[src/rtl/cic_pkg.sv]
package cic_pkg;
  localparam int unsigned REG_IDX_W = 10;
  localparam logic [REG_IDX_W-1:0] RG_IDENT   = 10'd0;
  localparam logic [REG_IDX_W-1:0] RG_COUNT   = 10'd1;
  localparam logic [REG_IDX_W-1:0] RG_LOWEST  = 10'd2;
  localparam logic [REG_IDX_W-1:0] RG_OFF_ALL = 10'd3;
  localparam logic [REG_IDX_W-1:0] RG_OFF_ONE = 10'd4;
  localparam logic [REG_IDX_W-1:0] RG_ON_ONE  = 10'd5;
endpackage

[src/rtl/cic_popcount.sv]
module cic_popcount #(
  parameter int unsigned W     = 64,
  parameter int unsigned OUT_W = $clog2(W + 1)
) (
  input  logic [W-1:0]     vec_i,
  output logic [OUT_W-1:0] ones_o
);
  always_comb begin
    ones_o = '0;
    for (int i = 0; i < W; i++) begin
      ones_o = ones_o + OUT_W'(vec_i[i]);
    end
  end
endmodule

[src/rtl/cic_prio_enc.sv]
module cic_prio_enc #(
  parameter int unsigned W     = 64,
  parameter int unsigned IDX_W = $clog2(W)
) (
  input  logic             clk,
  input  logic             rst_ni,
  input  logic [W-1:0]     req_i,
  output logic [IDX_W-1:0] idx_o,
  output logic             vld_o
);
  always_comb begin
    idx_o = '0;
    vld_o = 1'b0;
    for (int i = W - 1; i >= 0; i--) begin
      if (req_i[i]) begin
        idx_o = IDX_W'(i);
        vld_o = 1'b1;
      end
    end
  end

  // the chosen source is pending and no lower one is
  a_r4_lowest_wins: assert property (@(posedge clk) disable iff (!rst_ni)
    vld_o |-> (req_i[idx_o] && ((req_i & ((W'(1) << idx_o) - W'(1))) == '0)));
  a_r4_none_pending: assert property (@(posedge clk) disable iff (!rst_ni)
    !vld_o |-> (req_i == '0));
endmodule

[src/rtl/cic_src_bank.sv]
module cic_src_bank #(
  parameter int unsigned NUM_SRC = 64,
  parameter int unsigned IDX_W   = $clog2(NUM_SRC)
) (
  input  logic               clk,
  input  logic               rst_ni,
  input  logic [NUM_SRC-1:0] src_i,
  input  logic               off_all_i,
  input  logic               off_one_i,
  input  logic               on_one_i,
  input  logic [IDX_W-1:0]   idx_i,
  input  logic               idx_ok_i,
  output logic [NUM_SRC-1:0] pend_o,
  output logic [NUM_SRC-1:0] rise_o,
  output logic [NUM_SRC-1:0] fall_o
);
  logic [NUM_SRC-1:0] lvl_q, en_q, en_d, pend_d;
  logic               en_ce;

  always_comb begin
    en_d  = en_q;
    en_ce = 1'b0;
    if (off_all_i) begin
      en_d  = '0;
      en_ce = 1'b1;
    end else if (on_one_i && idx_ok_i) begin
      en_d[idx_i] = 1'b1;
      en_ce       = 1'b1;
    end else if (off_one_i && idx_ok_i) begin
      en_d[idx_i] = 1'b0;
      en_ce       = 1'b1;
    end
  end

  assign pend_d = src_i & en_d;
  assign pend_o = lvl_q & en_q;
  assign rise_o = pend_d & ~pend_o;
  assign fall_o = pend_o & ~pend_d;

  always_ff @(posedge clk or negedge rst_ni) begin
    if (!rst_ni) begin
      lvl_q <= '0;
      en_q  <= '0;
    end else begin
      lvl_q <= src_i;
      if (en_ce) en_q <= en_d;
    end
  end

  a_r5_all_flags_off: assert property (@(posedge clk) disable iff (!rst_ni)
    off_all_i |=> (en_q == '0));
  a_r6_flag_set: assert property (@(posedge clk) disable iff (!rst_ni)
    (on_one_i && idx_ok_i) |=> en_q[$past(idx_i)]);
  a_r7_flag_clear: assert property (@(posedge clk) disable iff (!rst_ni)
    (off_one_i && idx_ok_i) |=> !en_q[$past(idx_i)]);
  a_r8_bad_index_ignored: assert property (@(posedge clk) disable iff (!rst_ni)
    ((on_one_i || off_one_i) && !idx_ok_i && !off_all_i) |=> $stable(en_q));
endmodule

[src/rtl/cic_regif.sv]
module cic_regif
  import cic_pkg::*;
#(
  parameter int unsigned NUM_SRC = 64,
  parameter int unsigned ADDR_W  = 12,
  parameter int unsigned DATA_W  = 32,
  parameter int unsigned CNT_W   = $clog2(NUM_SRC + 1),
  parameter int unsigned IDX_W   = $clog2(NUM_SRC),
  parameter logic [DATA_W-1:0] ID_CODE = 32'hC1C0_0040
) (
  input  logic              clk,
  input  logic              rst_ni,
  input  logic              wr_en_i,
  input  logic              rd_en_i,
  input  logic [ADDR_W-1:0] addr_i,
  input  logic [DATA_W-1:0] wdata_i,
  input  logic [CNT_W-1:0]  cnt_i,
  input  logic [IDX_W-1:0]  low_idx_i,
  input  logic              low_vld_i,
  output logic              off_all_o,
  output logic              off_one_o,
  output logic              on_one_o,
  output logic [IDX_W-1:0]  idx_o,
  output logic              idx_ok_o,
  output logic [DATA_W-1:0] rdata_o
);
  logic [REG_IDX_W-1:0] rsel;
  logic [DATA_W-1:0]    rdata_d;
  logic                 unused_addr;

  assign rsel        = addr_i[REG_IDX_W+1:2];
  assign unused_addr = ^addr_i[1:0];

  assign off_all_o = wr_en_i && (rsel == RG_OFF_ALL);
  assign off_one_o = wr_en_i && (rsel == RG_OFF_ONE);
  assign on_one_o  = wr_en_i && (rsel == RG_ON_ONE);
  assign idx_o     = wdata_i[IDX_W-1:0];
  assign idx_ok_o  = (wdata_i < DATA_W'(NUM_SRC));

  always_comb begin
    unique case (rsel)
      RG_IDENT:  rdata_d = ID_CODE;
      RG_COUNT:  rdata_d = DATA_W'(cnt_i);
      RG_LOWEST: rdata_d = low_vld_i ? DATA_W'(low_idx_i) : '1;
      default:   rdata_d = '0;
    endcase
  end

  always_ff @(posedge clk or negedge rst_ni) begin
    if (!rst_ni) rdata_o <= '0;
    else if (rd_en_i) rdata_o <= rdata_d;
  end

  a_r12_read_holds: assert property (@(posedge clk) disable iff (!rst_ni)
    !rd_en_i |=> $stable(rdata_o));
endmodule

[src/rtl/cnt_irq_ctrl.sv]
module cnt_irq_ctrl #(
  parameter int unsigned NUM_SRC = 64,
  parameter int unsigned ADDR_W  = 12,
  parameter int unsigned DATA_W  = 32,
  parameter logic [DATA_W-1:0] ID_CODE = 32'hC1C0_0040
) (
  input  logic               clk,
  input  logic               rst_n,
  input  logic [NUM_SRC-1:0] src_i,
  input  logic               wr_en_i,
  input  logic               rd_en_i,
  input  logic [ADDR_W-1:0]  addr_i,
  input  logic [DATA_W-1:0]  wdata_i,
  output logic [DATA_W-1:0]  rdata_o,
  output logic               irq_o
);
  localparam int unsigned CNT_W = $clog2(NUM_SRC + 1);
  localparam int unsigned IDX_W = $clog2(NUM_SRC);

  logic [1:0]         rst_sync_q;
  logic               rst_ni;
  logic               off_all, off_one, on_one, idx_ok, low_vld;
  logic [IDX_W-1:0]   idx, low_idx;
  logic [NUM_SRC-1:0] pend, rise, fall;
  logic [CNT_W-1:0]   n_rise, n_fall, cnt_q, cnt_d;

  always_ff @(posedge clk or negedge rst_n) begin
    if (!rst_n) rst_sync_q <= 2'b00;
    else        rst_sync_q <= {rst_sync_q[0], 1'b1};
  end
  assign rst_ni = rst_sync_q[1];

  cic_regif #(
    .NUM_SRC(NUM_SRC), .ADDR_W(ADDR_W), .DATA_W(DATA_W),
    .CNT_W(CNT_W), .IDX_W(IDX_W), .ID_CODE(ID_CODE)
  ) u_regif (
    .clk(clk), .rst_ni(rst_ni), .wr_en_i(wr_en_i), .rd_en_i(rd_en_i),
    .addr_i(addr_i), .wdata_i(wdata_i), .cnt_i(cnt_q),
    .low_idx_i(low_idx), .low_vld_i(low_vld),
    .off_all_o(off_all), .off_one_o(off_one), .on_one_o(on_one),
    .idx_o(idx), .idx_ok_o(idx_ok), .rdata_o(rdata_o)
  );

  cic_src_bank #(.NUM_SRC(NUM_SRC), .IDX_W(IDX_W)) u_bank (
    .clk(clk), .rst_ni(rst_ni), .src_i(src_i),
    .off_all_i(off_all), .off_one_i(off_one), .on_one_i(on_one),
    .idx_i(idx), .idx_ok_i(idx_ok),
    .pend_o(pend), .rise_o(rise), .fall_o(fall)
  );

  cic_popcount #(.W(NUM_SRC), .OUT_W(CNT_W)) u_pc_rise (.vec_i(rise), .ones_o(n_rise));
  cic_popcount #(.W(NUM_SRC), .OUT_W(CNT_W)) u_pc_fall (.vec_i(fall), .ones_o(n_fall));

  cic_prio_enc #(.W(NUM_SRC), .IDX_W(IDX_W)) u_prio (
    .clk(clk), .rst_ni(rst_ni), .req_i(pend), .idx_o(low_idx), .vld_o(low_vld)
  );

  always_comb begin
    if (off_all) cnt_d = '0;
    else         cnt_d = cnt_q + n_rise - n_fall;
  end

  always_ff @(posedge clk or negedge rst_ni) begin
    if (!rst_ni) cnt_q <= '0;
    else         cnt_q <= cnt_d;
  end

  assign irq_o = (cnt_q != '0);

  // the running count never drifts from the pending set
  a_r3_count_tracks: assert property (@(posedge clk) disable iff (!rst_ni)
    cnt_q == CNT_W'($countones(pend)));
  a_r3_irq_matches: assert property (@(posedge clk) disable iff (!rst_ni)
    irq_o == (|pend));
  a_r5_count_cleared: assert property (@(posedge clk) disable iff (!rst_ni)
    off_all |=> (cnt_q == '0));
  a_r9_step_bounded: assert property (@(posedge clk) disable iff (!rst_ni)
    (!off_all && !on_one && !off_one && ($countones(rise) + $countones(fall) <= 1))
      |=> ((cnt_q == $past(cnt_q)) || (cnt_q == $past(cnt_q) + 1'b1)
           || (cnt_q == $past(cnt_q) - 1'b1)));
endmodule

[config.mk]
export PLATFORM = sky130hd
export DESIGN_NAME = cnt_irq_ctrl
export DESIGN_NICKNAME = d
export VERILOG_FILES = /design/src/rtl/cic_pkg.sv /design/src/rtl/cic_popcount.sv /design/src/rtl/cic_prio_enc.sv /design/src/rtl/cic_src_bank.sv /design/src/rtl/cic_regif.sv /design/src/rtl/cnt_irq_ctrl.sv
export SDC_FILE = /design/constraint.sdc
export NUM_CORES = 1
export LEC_CHECK = 0
export BUFFER_PORTS_ARGS = -buffer_cell sky130_fd_sc_hd__buf_2
export CAP_MARGIN = 20
export CORE_UTILIZATION = 40
export CTS_CLUSTER_SIZE = 14
export DETAILED_ROUTE_END_ITERATION = 6
export GPL_ROUTABILITY_DRIVEN = 1
export SLEW_MARGIN = 20
export SYNTH_ARGS = -nofsm -noshare
export SYNTH_HDL_FRONTEND = slang
export SYNTH_SLANG_ARGS = --single-unit
[constraint.sdc]
create_clock -name clk -period 5 [get_ports clk]
set_input_delay 1.25 -clock clk [delete_from_list [all_inputs] [get_ports clk]]
set_output_delay 1.25 -clock clk [all_outputs]
set_load 0.02 [all_outputs]
==> results of run 1 <==
==> area by class of cell <==
| type | count | share of cell area |
|---|---|---|
| multi-input cells | 798 | 0.443 |
| flip-flops and latches | 146 | 0.234 |
| repair buffers | 496 | 0.230 |
| inverters | 122 | 0.0293 |
| clock buffers | 20 | 0.0280 |
| well taps | 341 | 0.0273 |
| clock inverters | 10 | 0.00874 |
==> worst paths after layout <==
path,start,end,slack (ns)
min reg2reg,rst_sync_q[0],rst_sync_q[1],0.36
min,rst_sync_q[0],rst_sync_q[1],0.36
max reg2reg,u_bank.en_q[6],cnt_q[5],-2.54
max,wdata_i[20],cnt_q[5],-4.25
max in group asynchronous,rst_sync_q[1],u_bank.en_q[7],3.86
min in group asynchronous,rst_sync_q[1],u_bank.lvl_q[46],0.42
==> metrics by stage <==
| stage | power, uW | util | worst slack, ns | instances | hold slack [ns] |
|---|---|---|---|---|---|
| 6_report | 5180 | 0.582 | -4.25 | 1933 | 0.356 |
| 5_1_grt | 5610 | 0.582 | -4.56 | 1933 | 0.372 |
| 4_1_cts | 5080 | 0.574 | -4.25 | 1930 | 0.362 |
| 3_5_place_dp | 3680 | 0.540 | -4.89 | 1887 | 0.346 |
| 3_3_place_gp | 3620 | 0.540 | -4.82 | 1887 | 0.339 |
| 2_1_floorplan | 2920 | - | -4.22 | 1115 | 0.331 |
==> cell usage in the layout (no fill, tap or decap), types with 48 or more instances in the layout <==
cell | netlist | layout
a21o_1 | 48 | 48
a21oi_1 | 92 | 55
a21oi_2 | 15 | 50
buf_2 | 6 | 134
buf_4 | 23 | 333
dfrtp_1 | 146 | 145
fa_1 | 122 | 95
inv_1 | 122 | 110
nand2_1 | 158 | 149
nand3_1 | 64 | 56
o21ai_0 | 72 | 55
==> cell families (layout without fill, tap and decap cells) <==
| kind of cell | Yosys count | count (layout) |
|---|---|---|
| simple gates | 342 | 342 |
| compound gates | 292 | 292 |
| buf+inv | 171 | 648 |
| fa+ha+maj | 152 | 152 |
| flops | 146 | 146 |
| xor+xnor | 10 | 10 |
| other cells | 1 | 1 |
| mux | 1 | 1 |
==> what timing repair did <==
item | in CTS | in global routing
resized for setup | 60 | 71
buffers inserted | 13 | 4
pin swaps | 34 | 38
setup endpoints to repair | 7 | 7
gates cloned | 0 | 0
==> power breakdown <==
group          switching (uW)  leakage [uW]  internal, uW
Clock                     558      0.000272           779
Sequential               43.6       0.00187          1280
Combinational            1150       0.00545          1370
Total                    1750       0.00759          3420
==> registers in the layout (all words and copies together), names as in the netlist <==
| name | count |
|---|---|
| u_bank.lvl_q | 64 |
| u_bank.en_q | 64 |
| rst_sync_q | 2 |
| cnt_q | 7 |
| u_regif.rdata_o | 9 |
==> metal layers <==
metal / routed length (um) / up-vias / track usage
met2: 19000 / 558 / 0.486
li1: - / 4740 / -
met5: 0 / - / 0
met3: 3690 / 113 / 0.0615
met4: 2030 / 0 / 0.130
met1: 17900 / 5264 / 0.442
==> impl_metrics.toml, run 1 <==
[clock_network]
htreeDepth = 4
ctsLongestPathBuffers = 2
cts_sinks = 146
clk_latency_ns = 0.44
cts_hold_buf = 0
cts_buffers = 17
cts_tree = "yes"
cts_root_buf = "clkbuf_16"
path_clk_slew_ns = 0.07

[worst_setup_path]
crit_top_cell = "fa_2"
critPathMaxStageDelay_ns = 0.61
cp-end-kind = "flop"
worstPathMaxFanout = 8
startpoint_type = "input pin"
worst-path-stages = 28
path_delay_family = "adder cells"
crit_type = "in2reg"
reg2reg_depth = 25
cpMaxStageDelayCell = "or4_4"
crit_buf_inv = 5
cp.required_ns = 5.33
cp.arrival_ns = 9.58

[placement]
post-dp-hpwl_um = 34600
port_buffers = 142
placed_cell_area_um2 = 14500
routabilityCongestion = 1.02

[sta]
finalHoldViolCount = 0
fin_crit_ns = 9.25
max_freq_ghz = 0.108
finalSetupViolCount = 7
fin_crit_sh = 1.85
slew_viol_final = 0
postLayoutSetupSlackWorst_ns = -4.25
slew_headroom = 0.410
tightest_slew_ns = 0.885
rsz0062_at_grt = "yes"
skew_ns = 0.0147
setup_tns_ns = -27.42

[layout]
nNetsFinal = 1845
multi_input_area_um2 = 6910
diodes = 0
drive_gt1_frac = 0.420
final-seq-area_um2 = 3660
area_growth_pct = 43.5
design_area_um2 = 15600
n_fill_cell = 2298

[drt]
first_iter_violations = 1108
drt-pass1-iter-count = 6
drt-vias-per-instance = 5.52
wl_um = 42700
drcViolationCount = 0
vias = 10700
route.detailed.wl_per_inst_um = 22.1
ant_nets = 0

[global_route]
antenna_found_initial = 0
grt_pass1_wl_um = 64900
grt_start_max_net_pins = 145
gr-total-overflow = 0
grt_pass1_vias = 10900
grt_usage = 0.318

[logic_synthesis]
synth_nets = 1379
syn_area_per_cell_um2 = 9.76
synth_top_family_by_area = "adder cells"
synthTopCellsByCount = "158 x nand2_1, 146 x dfrtp_1, 122 x fa_1, 122 x inv_1, 92 x a21oi_1"
synth_simple_gate_area_frac = 0.156
synth-compound-area-share = 0.171
yosysSeqAreaShare = 0.336
synth_fa_ha_area_frac = 0.259
yosys_warnings = 0
ys.flop_type = "dfrtp_1"
async_reset_ff_frac = 1.00
synth_largest_area_cell = "dfrtp_1"
synth-edff-count = 0
synth-seq-cells = 146
synth_xor_xnor_area_share = 0.00805
synth_cell_types = 62
synthCells = 1115
synth_area_leaders = "dfrtp_1 34%, fa_1 22%, nand2_1 5.5%, a21oi_1 4.2%, inv_1 4.2%"
synthDominantCellAreaShare = 0.336
synth_mux_area_frac = 0.00103
synth_area_um2 = 10900
synth.most_common_cell = "nand2_1"

[floorplan]
start_util = 0.406
die_h_um = 167
die_area_um2 = 27900
core_area_um2 = 26800
row_count = 60
num_io_pins = 145
die_w_um = 167

[run]
maxCapViolCount = 0

[status]
status = "finished, violations left"
violations = "setup timing"

[worst_hold_path]
min_path_cells = 0
hp-class = "reg2reg"

[pwr]
p_per_area_nw_per_um2 = 332
p_leak_uw = 0.00759
ir_drop_uv = 1810
No activity file was read; power rests on OpenSTA's default activity.
==> run 2: changes to the inputs <==
--- a/config.mk
+++ b/config.mk
@@ -11,6 +11,7 @@
 export CTS_CLUSTER_SIZE = 14
 export DETAILED_ROUTE_END_ITERATION = 6
 export GPL_ROUTABILITY_DRIVEN = 1
+export REMOVE_ABC_BUFFERS = 1
 export SLEW_MARGIN = 20
 export SYNTH_ARGS = -nofsm -noshare
 export SYNTH_HDL_FRONTEND = slang
==> run 2 against run 1 <==
The run still ends with setup timing left. Non-clock buffer count decreased by 8. Sequential cell count did not move. Clock skew decreased by 0.0033 ns. Combinational power increased by 8.7%. Routed wire length grew 0.12%. Critical endpoint unchanged. Design area about the same. Core utilization is essentially flat. Clock-buffer cell count shrank 3. Critical path depth rose by 1.
==> impl_metrics.toml, run 2 (synthesized netlist as in run 1, its figures left out) <==
[layout]
reg_top3 = "u_bank.en_q (64), u_bank.lvl_q (64), u_regif.rdata_o (9)"
final-seq-area_um2 = 3660
multi_input_area_um2 = 6950
design_area_um2 = 15600
n_fill_cell = 2257
area_growth_pct = 43.5
final_cell_mix = "326 x buf_4, 147 x nand2_1, 145 x dfrtp_1"
drive_gt1_frac = 0.426
layout_commonest_cell = "buf_4"
diodes = 0
final_core_util = 0.583
nNetsFinal = 1837

[worst_setup_path]
crit_top_cell = "fa_2"
startpoint_type = "input pin"
reg2reg_depth = 23
crit_type = "in2reg"
ff2ff_setup_slack_ns = -2.39
cp-end-kind = "flop"
r2r-start = "u_bank.en_q[20]"
worstPathMaxFanout = 4
critPathMaxStageDelay_ns = 0.64
cpMaxStageDelayCell = "or4_4"
timing.rr.end = "cnt_q[5]"
cp.required_ns = 5.33
cp.arrival_ns = 9.67

[drt]
wl_um = 42700
drt-met1-wl_um = 17600
first_iter_violations = 938
drt-pass1-iter-count = 6
vias = 10700
route.detailed.wl_per_inst_um = 22.2
top_layer = "met4"
met3_wirelength_um = 3250
wl_met2_um = 19600
drcViolationCount = 0
ant_nets = 0
drt-vias-per-instance = 5.53

[global_route]
gr-total-overflow = 0
grt_usage = 0.315
antenna_found_initial = 0
grt_pass1_wl_um = 64900
grt_pass1_vias = 11100
grt_start_max_net_pins = 145

[floorplan]
start_util = 0.406
num_io_pins = 145
die_h_um = 167
die_area_um2 = 27900
core_area_um2 = 26800
die_w_um = 167
row_count = 60

[clock_network]
ctsLongestPathBuffers = 2
clk_latency_ns = 0.44
cts_root_buf = "clkbuf_16"
cts_sinks = 146
cts_tree = "yes"
cts_buffers = 17
path_clk_slew_ns = 0.07
htreeDepth = 4

[worst_hold_path]
min_to = "rst_sync_q[1]"
min_path_cells = 0
hp-class = "reg2reg"
hp-start = "rst_sync_q[0]"

[sta]
tightest_slew_ns = 0.825
slew_viol_final = 0
postLayoutSetupSlackWorst_ns = -4.34
fin_crit_ns = 9.34
fin_crit_sh = 1.87
slew_headroom = 0.436
max_freq_ghz = 0.107
rsz0062_at_grt = "yes"
setup_tns_ns = -28.00
finalSetupViolCount = 7
skew_ns = 0.0114
finalHoldViolCount = 0

[placement]
dp_slack_ns = -5.09
post-dp-hpwl_um = 34400
routabilityCongestion = 0.993
placed_cell_area_um2 = 14300
port_buffers = 142

[run]
maxCapViolCount = 0

[status]
status = "finished, violations left"
violations = "setup timing"

[pwr]
ir_drop_uv = 1260
p_leak_uw = 0.00761
p_per_area_nw_per_um2 = 350
total_power_uw = 5460
-- run 2: worst max-delay path, delay by kind of cell --
kind                       cells  cell delay [ns]
AOI/OAI and AO/OA              4             0.60
and+or+nand+nor                6             1.45
buffers and inverters          5             0.38
xor gates and xnor gates       1             0.15
adders and majority gates     13             5.84
-- run 2: timing repair --
item	in CTS	in global routing
setup buffers	18	8
pin swaps	86	63
hold endpoints to repair	0	0
endpoints found under the setup margin	7	7
gates resized for setup	87	85
gates cloned	0	0
hold buffers	0	0
-- run 2: worst max-delay path by stage --
stage	from	to	slack, ns	cells past startpoint
after CTS	wdata_i[16]	cnt_q[6]	-4.27	30
after global routing	wdata_i[16]	cnt_q[5]	-4.66	30
after detailed placement	wdata_i[8]	cnt_q[5]	-5.09	33
after floorplan	addr_i[5]	cnt_q[5]	-5.57	27
final	wdata_i[16]	cnt_q[5]	-4.34	29
after global placement	wdata_i[8]	cnt_q[5]	-5.00	33
-- run 2: final cells by class --
type,instances,share of cell area
Clock buffer,17,0.0272
Clock inverter,15,0.0126
Inverter,122,0.0293
Multi-Input combinational cell,798,0.445
Sequential cell,146,0.234
Tap cell,341,0.0273
Timing Repair Buffer,488,0.224
-- run 2: per-layer routing --
metal | global-route usage | vias to the layer above
met5 | 0 | -
met4 | 0.155 | 0
met3 | 0.0528 | 127
met2 | 0.496 | 526
met1 | 0.422 | 5273
li1 | - | 4727
-- run 2: power by group --
| part | total (uW) | internal, uW | switching [uW] | leakage, uW |
|---|---|---|---|---|
| combinational | 2740 | 1510 | 1230 | 0.00545 |
| sequential | 1320 | 1270 | 41.3 | 0.00187 |
| clock | 1410 | 801 | 610 | 0.000295 |
| total | 5460 | 3580 | 1880 | 0.00761 |
-- run 2: per-stage QoR --
stage | hold slack [ns] | cells
after global routing | 0.384 | 1927
after global placement | 0.338 | 1873
after CTS | 0.356 | 1922
final | 0.352 | 1927
after floorplan | 0.331 | 1066
after detailed placement | 0.339 | 1873
